`src/rtl/hold_src44_pkg.sv`:
```
package hold_src44_pkg;
    typedef enum logic [0:0] {
        ST_PRIME = 1'b0,
        ST_HOLD  = 1'b1
    } ctrl_state_t;

    localparam int unsigned DEFAULT_N = 294;
endpackage

```
`src/rtl/hold_src44_fifo.sv`:
```
module hold_src44_fifo #(
    parameter int unsigned W     = 32,
    parameter int unsigned DEPTH = 8
) (
    input  logic         clk,
    input  logic         rst_n,
    input  logic         push,
    input  logic [W-1:0] wdata,
    input  logic         pop,
    output logic [W-1:0] rdata,
    output logic         full,
    output logic         empty
);
    localparam int unsigned PW = (DEPTH > 1) ? $clog2(DEPTH) : 1;
    localparam int unsigned CW = $clog2(DEPTH + 1);

    logic [W-1:0]  mem [DEPTH];
    logic [PW-1:0] wr_ptr, rd_ptr;
    logic [CW-1:0] count;

    assign full  = (count == CW'(DEPTH));
    assign empty = (count == '0);
    assign rdata = mem[rd_ptr];

    always_ff @(posedge clk) begin
        if (push && !full) mem[wr_ptr] <= wdata;
    end

    always_ff @(posedge clk or negedge rst_n) begin
        if (!rst_n) begin
            wr_ptr <= '0;
            rd_ptr <= '0;
            count  <= '0;
        end else begin
            if (push && !full)
                wr_ptr <= (wr_ptr == PW'(DEPTH - 1)) ? '0 : wr_ptr + 1'b1;
            if (pop && !empty)
                rd_ptr <= (rd_ptr == PW'(DEPTH - 1)) ? '0 : rd_ptr + 1'b1;
            unique case ({push && !full, pop && !empty})
                2'b10:   count <= count + 1'b1;
                2'b01:   count <= count - 1'b1;
                default: count <= count;
            endcase
        end
    end
endmodule

```
`src/rtl/hold_src44_timebase.sv`:
```
module hold_src44_timebase #(
    parameter int unsigned UP_M    = 320,
    parameter int unsigned OUT_DIV = 384
) (
    input  logic clk,
    input  logic rst_n,
    output logic tick,
    output logic strobe_pre
);
    localparam int unsigned AW = $clog2(OUT_DIV) + 2;
    localparam int unsigned DW = $clog2(OUT_DIV);

    logic [AW-1:0] acc;
    logic [AW-1:0] acc_sum;
    logic [DW-1:0] div_cnt;

    assign acc_sum    = acc + AW'(UP_M);
    assign tick       = (acc_sum >= AW'(OUT_DIV));
    assign strobe_pre = (div_cnt == DW'(OUT_DIV - 1));

    always_ff @(posedge clk or negedge rst_n) begin
        if (!rst_n) begin
            acc     <= '0;
            div_cnt <= '0;
        end else begin
            acc     <= tick ? acc_sum - AW'(OUT_DIV) : acc_sum;
            div_cnt <= strobe_pre ? '0 : div_cnt + 1'b1;
        end
    end
endmodule

```
`src/rtl/hold_src44_ctrl.sv`:
```
module hold_src44_ctrl
    import hold_src44_pkg::*;
#(
    parameter int unsigned DATA_W = 16,
    parameter int unsigned N_W    = 11
) (
    input  logic              clk,
    input  logic              rst_n,
    input  logic              tick,
    input  logic [N_W-1:0]    n_val,
    input  logic              buf_empty,
    input  logic [DATA_W-1:0] buf_left,
    input  logic [DATA_W-1:0] buf_right,
    output logic              pop,
    output logic              uflow_pulse,
    output logic [DATA_W-1:0] held_left,
    output logic [DATA_W-1:0] held_right
);
    ctrl_state_t    state, state_nx;
    logic [N_W-1:0] hold_cnt;
    logic [N_W-1:0] n_eff;
    logic           load, cnt_clr, cnt_inc;

    assign n_eff = (n_val == '0) ? N_W'(1) : n_val;

    always_ff @(posedge clk or negedge rst_n) begin
        if (!rst_n) state <= ST_PRIME;
        else        state <= state_nx;
    end

    always_comb begin
        state_nx    = state;
        pop         = 1'b0;
        uflow_pulse = 1'b0;
        load        = 1'b0;
        cnt_clr     = 1'b0;
        cnt_inc     = 1'b0;
        unique case (state)
            ST_PRIME: begin
                if (!buf_empty) begin
                    pop      = 1'b1;
                    load     = 1'b1;
                    cnt_clr  = 1'b1;
                    state_nx = ST_HOLD;
                end
            end
            ST_HOLD: begin
                if (tick) begin
                    if (hold_cnt >= n_eff - 1'b1) begin
                        cnt_clr = 1'b1;
                        if (!buf_empty) begin
                            pop  = 1'b1;
                            load = 1'b1;
                        end else begin
                            uflow_pulse = 1'b1;
                        end
                    end else begin
                        cnt_inc = 1'b1;
                    end
                end
            end
            default: state_nx = ST_PRIME;
        endcase
    end

    always_ff @(posedge clk or negedge rst_n) begin
        if (!rst_n) begin
            hold_cnt   <= '0;
            held_left  <= '0;
            held_right <= '0;
        end else begin
            if (cnt_clr)      hold_cnt <= '0;
            else if (cnt_inc) hold_cnt <= hold_cnt + 1'b1;
            if (load) begin
                held_left  <= buf_left;
                held_right <= buf_right;
            end
        end
    end
endmodule

```
`src/rtl/hold_src44.sv`:
```
module hold_src44
    import hold_src44_pkg::*;
#(
    parameter int unsigned DATA_W  = 16,
    parameter int unsigned N_W     = 11,
    parameter int unsigned DEPTH   = 8,
    parameter int unsigned UP_M    = 320,
    parameter int unsigned OUT_DIV = 384
) (
    input  logic              clk,
    input  logic              rst_n,
    input  logic              in_valid,
    output logic              in_ready,
    input  logic [DATA_W-1:0] in_left,
    input  logic [DATA_W-1:0] in_right,
    input  logic              n_wr,
    input  logic [N_W-1:0]    n_wr_data,
    output logic              out_strobe,
    output logic [DATA_W-1:0] out_left,
    output logic [DATA_W-1:0] out_right,
    output logic              underflow_flag,
    output logic              overflow_flag
);
    localparam int unsigned PAIR_W = 2 * DATA_W;

    logic              tick, strobe_pre;
    logic              buf_full, buf_empty, pop, uflow_pulse;
    logic [PAIR_W-1:0] buf_rdata;
    logic [N_W-1:0]    n_reg;
    logic [DATA_W-1:0] held_left, held_right;

    assign in_ready = !buf_full;

    hold_src44_timebase #(.UP_M(UP_M), .OUT_DIV(OUT_DIV)) u_tb (
        .clk        (clk),
        .rst_n      (rst_n),
        .tick       (tick),
        .strobe_pre (strobe_pre)
    );

    hold_src44_fifo #(.W(PAIR_W), .DEPTH(DEPTH)) u_buf (
        .clk   (clk),
        .rst_n (rst_n),
        .push  (in_valid),
        .wdata ({in_left, in_right}),
        .pop   (pop),
        .rdata (buf_rdata),
        .full  (buf_full),
        .empty (buf_empty)
    );

    hold_src44_ctrl #(.DATA_W(DATA_W), .N_W(N_W)) u_ctrl (
        .clk         (clk),
        .rst_n       (rst_n),
        .tick        (tick),
        .n_val       (n_reg),
        .buf_empty   (buf_empty),
        .buf_left    (buf_rdata[PAIR_W-1:DATA_W]),
        .buf_right   (buf_rdata[DATA_W-1:0]),
        .pop         (pop),
        .uflow_pulse (uflow_pulse),
        .held_left   (held_left),
        .held_right  (held_right)
    );

    always_ff @(posedge clk or negedge rst_n) begin
        if (!rst_n) begin
            n_reg          <= N_W'(DEFAULT_N);
            out_strobe     <= 1'b0;
            out_left       <= '0;
            out_right      <= '0;
            underflow_flag <= 1'b0;
            overflow_flag  <= 1'b0;
        end else begin
            if (n_wr) n_reg <= n_wr_data;
            out_strobe <= strobe_pre;
            if (strobe_pre) begin
                out_left  <= held_left;
                out_right <= held_right;
            end
            if (uflow_pulse)             underflow_flag <= 1'b1;
            if (in_valid && !in_ready)   overflow_flag  <= 1'b1;
        end
    end
endmodule

```
`config.mk`:
```
export PLATFORM = sky130hd
export DESIGN_NAME = hold_src44
export DESIGN_NICKNAME = d
export VERILOG_FILES = /design/src/rtl/hold_src44_pkg.sv /design/src/rtl/hold_src44_fifo.sv /design/src/rtl/hold_src44_timebase.sv /design/src/rtl/hold_src44_ctrl.sv /design/src/rtl/hold_src44.sv
export SDC_FILE = /design/constraint.sdc
export NUM_CORES = 1
export LEC_CHECK = 0
export BUFFER_PORTS_ARGS = -buffer_cell sky130_fd_sc_hd__buf_2
export CORE_MARGIN = 8
export CORE_UTILIZATION = 25
export CTS_BUF_LIST = sky130_fd_sc_hd__clkbuf_8
export DETAILED_ROUTE_END_ITERATION = 6
export GPL_TIMING_DRIVEN = 0
export SETUP_SLACK_MARGIN = 0.02
export SKIP_CTS_REPAIR_TIMING = 1
export SYNTH_ARGS = -nofsm -noshare
export SYNTH_HDL_FRONTEND = slang
export SYNTH_SLANG_ARGS = --single-unit
```
`constraint.sdc`:
```
create_clock -name clk -period 11.1 [get_ports clk]
set_clock_uncertainty 0.2 [all_clocks]
set_input_delay 1.665 -clock clk [delete_from_list [all_inputs] [get_ports clk]]
set_output_delay 1.665 -clock clk [all_outputs]
set_load 0.02 [all_outputs]
```
# After elaboration in Yosys (flattened, before gate mapping)
# Memory sizes are Yosys's and may differ from the RTL's. A register that Yosys moved wholly into a read port is not among the register bits.
# Index checks and enable logic that the tools add are counted.
# word_totals
mem_count	1
out_inout_bits	36
in_bits	47
elab_cells	67
ram_bits	256
regBits	88
# op_classes
bitwise	1
muxes	25
reduce_logical	10
eq_ne	6
add_sub_neg	9
magnitude_cmp	2
# memory_table
memory	words	word_bits	rd	rd_clocked_by_memory_dff	write_ports	line	source
u_buf.mem	8	32	1	1	1	hold_src44_fifo.sv:17	logic [W-1:0] mem [DEPTH];
# op_table
operator	count
11-bit 2-to-1 mux	4
1-bit 2-to-1 mux	15
11-bit by 1-bit adder with 11-bit output (second input constant)	1
11-bit by 9-bit adder with 11-bit output (second input constant)	1
11-bit >= comparator	1
11-bit by 9-bit >= comparator with 1-bit output (second input constant)	1
11-bit zero test	1
11-bit by 1-bit subtractor with 11-bit output (second input constant)	1
11-bit by 9-bit subtractor with 11-bit output (second input constant)	1
9-bit by 1-bit adder with 9-bit output (second input constant)	1
9-bit equality test (second input constant)	1
9-bit 2-to-1 mux	1
4-bit one-hot mux with 2 select lines	1
3-bit by 1-bit adder with 3-bit output (second input constant)	2
3-bit equality test (second input constant)	2
3-bit 2-to-1 mux	2
4-bit by 1-bit adder with 4-bit output (second input constant)	1
4-bit equality test (second input constant)	1
4-bit zero test	1
1-bit one-hot mux with 2 select lines	2
2-bit nonzero test	2
4-bit by 1-bit subtractor with 4-bit output (second input constant)	1
1-bit logical AND	3
1-bit zero test	3
other kinds (3)	3

# Logic depth before layout (Yosys ltp)
# Gate-level depths: netlist (run 1).
# depth
ltp_word	10
mapped_depth	23
mapped_depth_nobuf	21

# By module
# From an unflattened synthesis (run 1), not the netlist that was laid out.
# unflattened
cells_unflattened	792
area_unflattened_um2	15208.3
# modules_own_cells
mod	area_each_um2	cells_per_inst	n_inst
hold_src44_fifo	10301.1	440	1
hold_src44_ctrl	2357.3	190	1
hold_src44	1849.3	97	1
hold_src44_timebase	700.7	65	1

# Worst setup path after synthesis (run 1)
# OpenSTA, ideal clock, no wires.
# synth_timing
path_type	input -> register
startpoint	input in_valid
endpoint	memory u_buf.mem[0][0] (enable)
path_stages	3
path_buffers	0
setup_ps	461
required_ps	10439
setup_slack_ps	6126
arrival_ps	4313
cell_sequence	nand2_1 > or2_2 > nor3_1
# synth_via
elab_chain_cells	3
# synth_rtl
item	line	source
start: declaration	hold_src44.sv:12	input logic in_valid,
1-bit logical AND	hold_src44_fifo.sv:26	if (push && !full) mem[wr_ptr] <= wdata;
1-bit 2-to-1 mux	hold_src44_fifo.sv:26	
1-bit 2-to-1 mux (not written as such)	hold_src44_fifo.sv:26	
end: declaration	hold_src44_fifo.sv:17	
# Every way passes these cells.

# Worst setup path after layout (run 1)
# layout_timing
startpoint	register n_reg[6]
endpoint	register u_buf.count[3]
# layout_via
elab_chain_cells	10
# layout_rtl
item	line	source
start: declaration	hold_src44.sv:29	logic [N_W-1:0] n_reg;
start signal: assignment	hold_src44.sv:68	n_reg <= N_W'(DEFAULT_N);
start signal: assignment	hold_src44.sv:75	if (n_wr) n_reg <= n_wr_data;
11-bit zero test	hold_src44_ctrl.sv:24	assign n_eff = (n_val == '0) ? N_W'(1) : n_val;
11-bit 2-to-1 mux *	hold_src44_ctrl.sv:24	
11-bit by 1-bit subtractor with 11-bit output *	hold_src44_ctrl.sv:49	if (hold_cnt >= n_eff - 1'b1) begin
11-bit >= comparator *	hold_src44_ctrl.sv:49	
1-bit 2-to-1 mux *	hold_src44_ctrl.sv:49	
1-bit 2-to-1 mux *	hold_src44_ctrl.sv:48	if (tick) begin
1-bit one-hot mux with 2 select lines *	hold_src44_ctrl.sv:38	unique case (state)
1-bit logical AND *	hold_src44_fifo.sv:39	unique case ({push && !full, pop && !empty})
2-bit by 1-bit equality test with 1-bit output / 2-bit equality test (equally long branches)	hold_src44_fifo.sv:39	
4-bit one-hot mux with 2 select lines / 2-bit nonzero test (equally long branches)	-	
end signal: assignment	hold_src44_fifo.sv:40	2'b10: count <= count + 1'b1;
end signal: assignment	hold_src44_fifo.sv:41	2'b01: count <= count - 1'b1;
end signal: assignment	hold_src44_fifo.sv:42	default: count <= count;
end: declaration	hold_src44_fifo.sv:19	logic [CW-1:0] count;
# Every way passes the cells marked *; elsewhere a longest branch is shown, timed or not.
# A chain may end at the register's enable or synchronous reset.

==> insert_results.sql, run 1 <==
INSERT INTO impl_metrics (metric_group, metric, value, unit) VALUES
('synth', 'synth_async_sr_flop_share', '30.81', '%'),
('clock_network', 'htree_levels', '3', ''),
('synth', 'syn_inst', '848', ''),
('synth', 'post_synth.cell_area_avg', '17.71', 'um2'),
('power', 'p_int', '0.002910', 'W'),
('cells_and_area', 'fin_area', '0.01801', 'mm2'),
('synth', 'synth_enable_flop_cells', '256', ''),
('timing', 'slew-limit-headroom', '41.81', '%'),
('global_routing', 'grt_start_max_net_pins', '63', ''),
('floorplan', 'design.die.area', '0.06819', 'mm2'),
('critical_path', 'critPathLaunchType', 'flip-flop', ''),
('hold_path', 'hold-path-endpoint', 'out_right[12]', ''),
('floorplan', 'coreArea', '0.05991', 'mm2'),
('synth', 'synth.net_count', '920', ''),
('critical_path', 'cp-end-kind', 'flip-flop', ''),
('critical_path', 'critPathMaxFanout', '10', ''),
('timing', 'setup_viol', '0', ''),
('synth', 'synth.ff_latch_count', '370', ''),
('critical_path', 'worst_r2r_end', 'u_buf.count[3]', ''),
('synth', 'synthTopCellsByArea', 'edfxtp_1, dfrtp_1, mux4_2, mux2_2, mux2_4', ''),
('route', 'postRouteWirelength', '33670', 'um'),
('synth', 'synth-seq-area-share', '70.20', '%'),
('cells_and_area', 'finish.net_count', '1084', ''),
('cells_and_area', 'final_common_cell', 'edfxtp_1', ''),
('floorplan', 'floorplan.die.width', '261.1', 'um'),
('power', 'leakage_dissipation', '6.973', 'nW'),
('synth', 'netlist.top_cell.by_area', 'edfxtp_1', ''),
('power', 'sequentialPowerShare', '44.9', '%'),
('route', 'routed_via_density', '4.225', ''),
('timing', 'period_share', '47.19', '%'),
('synth', 'synth_area', '0.01502', 'mm2'),
('power', 'sw_ratio', '28.40', '%'),
('clock_network', 'tritoncts_num_sinks', '370', ''),
('cells_and_area', 'top_library_cells_by_usage_in_the_layout_fill_and_taps_aside', 'edfxtp_1, nand2_1, dfrtp_1', ''),
('global_routing', 'grt_pass1_vias', '8501', ''),
('global_routing', 'global_route.overflow_total', '0', ''),
('cells_and_area', 'drive_gt1_share', '34.49', '%'),
('floorplan', 'die_height', '261.1', 'um'),
('hold_path', 'worstHoldPathType', 'flip-flop to flip-flop', ''),
('timing', 'worst_slew_pin_slew', '0.8681', 'ns'),
('clock_network', 'number_of_buffers_created_by_cts', '66', ''),
('route', 'ant_nets', '0', ''),
('cells_and_area', 'flip_flop_count_of_the_largest_register_all_copies_and_words_added', '256', ''),
('floorplan', 'placement_rows', '90', ''),
('place', 'gpl.final_weighted_congestion', '0.7353', ''),
('hold_path', 'hold_path_depth', '2', ''),
('flow_run', 'cap_violations', '0', ''),
('synth', 'top_cell_type_s_share_of_synthesized_area', '51.17', '%'),
('route', 'drt_pass1_iterations', '4', ''),
('critical_path', 'crit_arrival', '5.52', 'ns'),
('route', 'routed-via-count', '7808', ''),
('route', 'wire_per_inst', '18.22', 'um'),
('route', 'remaining_drc_errors', '0', ''),
('synth', 'synthDistinctLibCells', '56', ''),
('floorplan', 'start_util', '25.08', '%'),
('timing', 'rsz0062_at_grt', 'no', ''),
('timing', 'fmax', '0.1909', 'GHz'),
('critical_path', 'criticalPathCategory', 'flip-flop to flip-flop', ''),
('timing', 'setup_tns', '0', 'ns'),
('clock_network', 'clk_root_buffer_cell', 'clkbuf_8', ''),
('synth', 'synth-main-ff-cell', 'edfxtp_1', ''),
('timing', 'whs', '0.2579', 'ns'),
('power', 'total_switching_power', '0.001154', 'W'),
('hold_path', 'hp-start', 'u_ctrl.held_right[12]', ''),
('timing', 'report.final.hold_viol_count', '0', ''),
('global_routing', 'gr-usage-all-layers', '10.06', '%'),
('clock_network', 'clkSlewWorstSetupHoldPaths', '0.07', 'ns'),
('timing', 'report.final.slew_viol_count', '0', ''),
('place', 'pre_cts_ws', '5.920', 'ns'),
('status', 'status', 'complete, no violations', ''),
('place', 'estimated_wirelength_of_the_detail_placed_design', '22330', 'um');
==> synthesized netlist by cell type, types with 10 or more instances <==
cell type and instances:
xor2_1 18, mux2_2 49, xnor2_1 15, dfrtp_1 110
buf_2 11, mux2_4 30, ha_1 24, mux4_2 64
nor2_1 30, clkbuf_1 10, nand2_1 115, edfxtp_1 256
==> worst max-delay path by stage <==
stage	start	to	slack, ns
floorplan	in_valid	u_buf.mem[0][0]	6.13
global placement	in_valid	u_buf.mem[0][30]	3.63
detailed placement	n_reg[6]	u_buf.count[3]	5.92
CTS	n_reg[6]	u_buf.count[3]	5.85
global route	n_reg[6]	u_buf.count[3]	5.51
finish	n_reg[6]	u_buf.count[3]	5.86
==> critical path: stages (launching register included) <==
cell and delay [ns]:
dfrtp_1 0.45, nor4_1 0.40, nor3b_1 0.36, a21oi_1 0.17, ha_1 0.24, nand2b_1 0.10, nor2_1 0.09, xnor2_1 0.21
ha_1 0.28, a21o_1 0.18, a221o_1 0.35, a41oi_2 0.22, o211ai_1 0.15, nand3b_2 0.12, buf_8 0.19, buf_12 0.17
inv_2 0.05, ha_1 0.21, ha_1 0.28, a21o_1 0.17, a21oi_1 0.16, xnor2_1 0.13, nor2_1 0.07, xor2_1 0.14
==> metal layers <==
| layer | global-route usage [%] | part of all wire [%] | vias up |
|---|---|---|---|
| li1 | - | - | 3580 |
| met1 | 11.95 | 42 | 3989 |
| met2 | 16.90 | 50 | 159 |
| met3 | 3.699 | 5.7 | 70 |
| met4 | 3.044 | 2.1 | 10 |
| met5 | 0 | 0.19 | - |
==> per-stage QoR <==
| stage | instances | total power, W | util, % |
|---|---|---|---|
| after floorplan | 848 | 0.002582 | - |
| after global placement | 1712 | 0.002839 | 27.39 |
| after detailed placement | 1726 | 0.002907 | 27.94 |
| after CTS | 1846 | 0.004145 | 30.06 |
| after global routing | 1846 | 0.004293 | 30.06 |
| final | 1848 | 0.004064 | 30.07 |
==> power groups by stage <==
stage               sequential, W  combinational, W  clock [W]
finish                    0.00182           0.00103    0.00121
global route              0.00185           0.00113    0.00132
CTS                       0.00182           0.00106    0.00126
detailed placement        0.00185           0.00106          0
global placement          0.00186          0.000984          0
floorplan                 0.00183          0.000755          0
==> cell type report <==
| type | instances | area, um2 | area share (%) |
|---|---|---|---|
| multi-input cells | 434 | 4252 | 23.60 |
| plain buffers | 33 | 239.0 | 1.327 |
| well taps | 782 | 978.4 | 5.431 |
| repair buffers | 96 | 680.7 | 3.778 |
| inverters | 11 | 41.29 | 0.2292 |
| diodes | 2 | 5.005 | 0.02778 |
| flip-flops and latches | 370 | 10550 | 58.54 |
| clock inverters | 46 | 255.2 | 1.417 |
| clock buffers | 74 | 1018 | 5.654 |
==> cells by family after synthesis <==
| family | after synthesis | share of synthesized area, % |
|---|---|---|
| flip-flops | 370 | 70.20 |
| AND/OR/NAND/NOR | 197 | 5.947 |
| multiplexers | 144 | 16.34 |
| buffers and inverters | 44 | 1.866 |
| AO/OA/AOI/OAI | 35 | 1.591 |
| XOR/XNOR | 33 | 1.924 |
| adder cells (fa/ha/maj) | 25 | 2.132 |
No activity file was read; power rests on OpenSTA's default activity.
==> run 2, diff against run 1 <==
--- a/config.mk
+++ b/config.mk
@@ -5,6 +5,7 @@
 export SDC_FILE = /design/constraint.sdc
 export NUM_CORES = 1
 export LEC_CHECK = 0
+export ABC_AREA = 1
 export BUFFER_PORTS_ARGS = -buffer_cell sky130_fd_sc_hd__buf_2
 export CORE_MARGIN = 8
 export CORE_UTILIZATION = 25
==> constraint.sdc (replaced) <==
create_clock -name clk -period 5.3 [get_ports clk]
set_clock_uncertainty 0.2 [all_clocks]
set_input_delay 0.795 -clock clk [delete_from_list [all_inputs] [get_ports clk]]
set_output_delay 0.795 -clock clk [all_outputs]
set_load 0.02 [all_outputs]
==> insert_results.sql, run 2 <==
INSERT INTO impl_metrics (metric_group, metric, value, unit) VALUES
('critical_path', 'cp-end-kind', 'flip-flop', ''),
('place', 'placed_standard_cell_area', '0.01706', 'mm2'),
('clock_network', 'tritoncts', 'yes', ''),
('global_routing', 'grt_antenna_before_repair', '9', ''),
('synth', 'post_synth.cell_area_avg', '11.11', 'um2'),
('power', 'worst_voltage_drop_across_the_vdd_grid', '0.1934', 'mV'),
('floorplan', 'floorplan.die.width', '264.2', 'um'),
('synth', 'syn_inst', '1386', ''),
('hold_path', 'hp-start', 'n_wr_data[4]', ''),
('floorplan', 'start_util', '25.13', '%'),
('clock_network', 'number_of_buffers_created_by_cts', '60', ''),
('synth', 'yosysWarnings', '0', ''),
('cells_and_area', 'final_common_cell', 'nand2_1', ''),
('route', 'routed-via-count', '10480', ''),
('timing', 'slew-limit-headroom', '54.33', '%'),
('global_routing', 'wire_length_of_the_first_global_routing_pass', '60950', 'um'),
('critical_path', 'library_cell_appearing_most_often_on_the_critical_path', 'nand2_1', ''),
('synth', 'netlist.top_cell.by_area', 'edfxtp_1', ''),
('route', 'postRouteWirelength', '39510', 'um'),
('critical_path', 'critPathMaxStageDelay', '0.54', 'ns'),
('timing', 'period_share', '86.56', '%'),
('synth', 'post-synth-top-count-cell', 'nand2_1', ''),
('synth', 'top_cell_type_s_share_of_synthesized_area', '49.93', '%'),
('synth', 'synth_area', '0.01539', 'mm2'),
('synth', 'synth_async_sr_flop_share', '30.81', '%'),
('route', 'ant_nets', '0', ''),
('clock_network', 'clkSlewWorstSetupHoldPaths', '0.06', 'ns'),
('timing', 'report.final.slew_viol_count', '0', ''),
('floorplan', 'die_height', '264.2', 'um'),
('global_routing', 'global_route.overflow_total', '0', ''),
('hold_path', 'worstHoldPathType', 'input pin to flip-flop', ''),
('timing', 'rsz0062_at_grt', 'no', ''),
('cells_and_area', 'synthesis_to_layout_area_growth', '18.79', '%'),
('critical_path', 'criticalPathCategory', 'flip-flop to flip-flop', ''),
('power', 'sequentialPowerShare', '42.3', '%'),
('power', 'total_switching_power', '0.003258', 'W'),
('critical_path', 'critPathMaxFanout', '10', ''),
('flow_run', 'cap_violations', '0', ''),
('cells_and_area', 'finish.net_count', '1612', ''),
('floorplan', 'design.die.area', '0.06978', 'mm2'),
('place', 'numPortBuffers', '82', ''),
('cells_and_area', 'drive_gt1_share', '15.25', '%'),
('status', 'status', 'complete, no violations', ''),
('critical_path', 'critical_path.startpoint', 'n_reg[2]', ''),
('route', 'drt_pass1_iterations', '5', ''),
('route', 'drt_first_iter_violations', '680', ''),
('timing', 'setup_viol', '0', ''),
('clock_network', 'insertion_delay', '0.67', 'ns'),
('synth', 'synth-seq-area-share', '68.50', '%'),
('cells_and_area', 'top_register', 'u_buf.mem', ''),
('cells_and_area', 'fin_area', '0.01829', 'mm2'),
('global_routing', 'gr-usage-all-layers', '11.12', '%'),
('clock_network', 'clk_root_buffer_cell', 'clkbuf_8', ''),
('global_routing', 'grt_pass1_vias', '10570', ''),
('floorplan', 'coreArea', '0.06126', 'mm2'),
('timing', 'worst_slew_pin_slew', '0.6850', 'ns'),
('synth', 'synthTopCellsByArea', 'edfxtp_1, dfrtp_1, nand2_1, nor2_1, o21ai_0', ''),
('synth', 'synth.net_count', '1458', ''),
('power', 'clock_power_share', '27.3', '%'),
('synth', 'synth-main-ff-cell', 'edfxtp_1', ''),
('critical_path', 'worst-endpoint-required', '5.61', 'ns'),
('synth', 'synth_enable_flop_cells', '256', ''),
('route', 'remaining_drc_errors', '0', ''),
('clock_network', 'cts_max_path_buffers', '3', ''),
('timing', 'setup_tns', '0', 'ns'),
('synth', 'synthDistinctLibCells', '36', ''),
('timing', 'report.final.hold_viol_count', '0', ''),
('timing', 'fmax', '0.2180', 'GHz'),
('synth', 'post_synth_most_frequent_cells', 'nand2_1, edfxtp_1, nor2_1', ''),
('floorplan', 'io_pins', '83', ''),
('floorplan', 'placement_rows', '91', ''),
('timing', 'post-route-min-period', '4.588', 'ns'),
('route', 'routed_via_density', '4.401', ''),
('power', 'p_int', '0.005714', 'W'),
('critical_path', 'critPathLaunchType', 'flip-flop', ''),
('power', 'power.combinational.fraction', '30.4', '%'),
('critical_path', 'r2r-start', 'n_reg[2]', ''),
('global_routing', 'grt_start_max_net_pins', '102', ''),
('place', 'estimated_wirelength_of_the_detail_placed_design', '27210', 'um'),
('clock_network', 'tritoncts_num_sinks', '370', ''),
('cells_and_area', 'flip_flop_count_of_the_largest_register_all_copies_and_words_added', '256', ''),
('timing', 'whs', '0.1871', 'ns'),
('route', 'wire_per_inst', '16.59', 'um'),
('power', 'leakage_dissipation', '7.401', 'nW'),
('critical_path', 'crit_arrival', '4.90', 'ns'),
('place', 'gpl.final_weighted_congestion', '0.8268', ''),
('critical_path', 'slowest_stage', 'dfstp_2', ''),
('power', 'power.density_cell_area', '490.6', 'mW/mm2'),
('synth', 'synth.ff_latch_count', '370', ''),
('power', 'sw_ratio', '36.31', '%'),
('clock_network', 'htree_levels', '2', ''),
('cells_and_area', 'top_library_cells_by_usage_in_the_layout_fill_and_taps_aside', 'nand2_1, edfxtp_1, nor2_1', '');
run 2: logic make-up after synthesis:
family | synth area share, %
xor gates and xnor gates | 1.479
AOI/OAI and AO/OA | 7.697
buffers and inverters | 3.942
adders and majority gates | 2.081
and+or+nand+nor | 16.16
DFF | 68.50
muxes | 0.1463
run 2: final cells by class:
type	instances	area (um2)
timing repair buffer	92	629.4
clock buffer	67	922.1
antenna	4	10.01
buffer	71	381.6
tap	790	988.4
clock inverter	42	282.8
multi-input combinational	885	4303
sequential	370	10550
inverter	60	225.2
fill	6253	42970
run 2: worst paths after layout:
path,end,slack [ns],cells after the start
worst max-delay path,u_buf.count[3],0.71,30
worst min-delay path,n_reg[4],0.19,3
min in group asynchronous,out_right[11],0.35,2
worst max register to register,u_buf.count[3],0.71,30
max in group asynchronous,out_left[5],3.81,3
worst min register to register,u_tb.div_cnt[0],0.26,1
run 2: power by group through the flow:
stage          Combinational (W)  Sequential, W  Clock, W
2_1_floorplan            0.00170        0.00381         0
3_3_place_gp             0.00257        0.00386         0
3_5_place_dp             0.00274        0.00385         0
4_1_cts                  0.00274        0.00379   0.00252
5_1_grt                  0.00305        0.00384   0.00264
6_report                 0.00273        0.00379   0.00245
run 2: per-stage QoR:
stage	std cells	utilization (%)	power (W)	setup slack [ns]
after detailed placement	2267	27.85	0.006582	0.7213
final	2381	29.85	0.008972	0.7125
after global placement	2258	27.42	0.006433	0.5823
after floorplan	1386	-	0.005506	1.259
after global routing	2377	29.84	0.009526	0.2484
after CTS	2376	29.82	0.009060	0.6882
run 2: routing by layer:
| layer | up-vias | global-route usage (%) | wire length, um |
|---|---|---|---|
| met5 | - | 0 | 47 |
| met4 | 8 | 3.702 | 891 |
| met3 | 71 | 3.254 | 3085 |
| met2 | 292 | 18.61 | 19000 |
| met1 | 5033 | 13.66 | 16490 |
| li1 | 5074 | - | - |
run 2: worst max-delay path: cells and delay by family (launching register included):
| family | cells | cell delay [ns] |
|---|---|---|
| AND/OR/NAND/NOR | 19 | 1.71 |
| adder cells (fa/ha/maj) | 4 | 1.06 |
| flip-flops | 1 | 0.54 |
| buffers and inverters | 4 | 0.40 |
| XOR/XNOR | 2 | 0.32 |
| AO/OA/AOI/OAI | 1 | 0.24 |
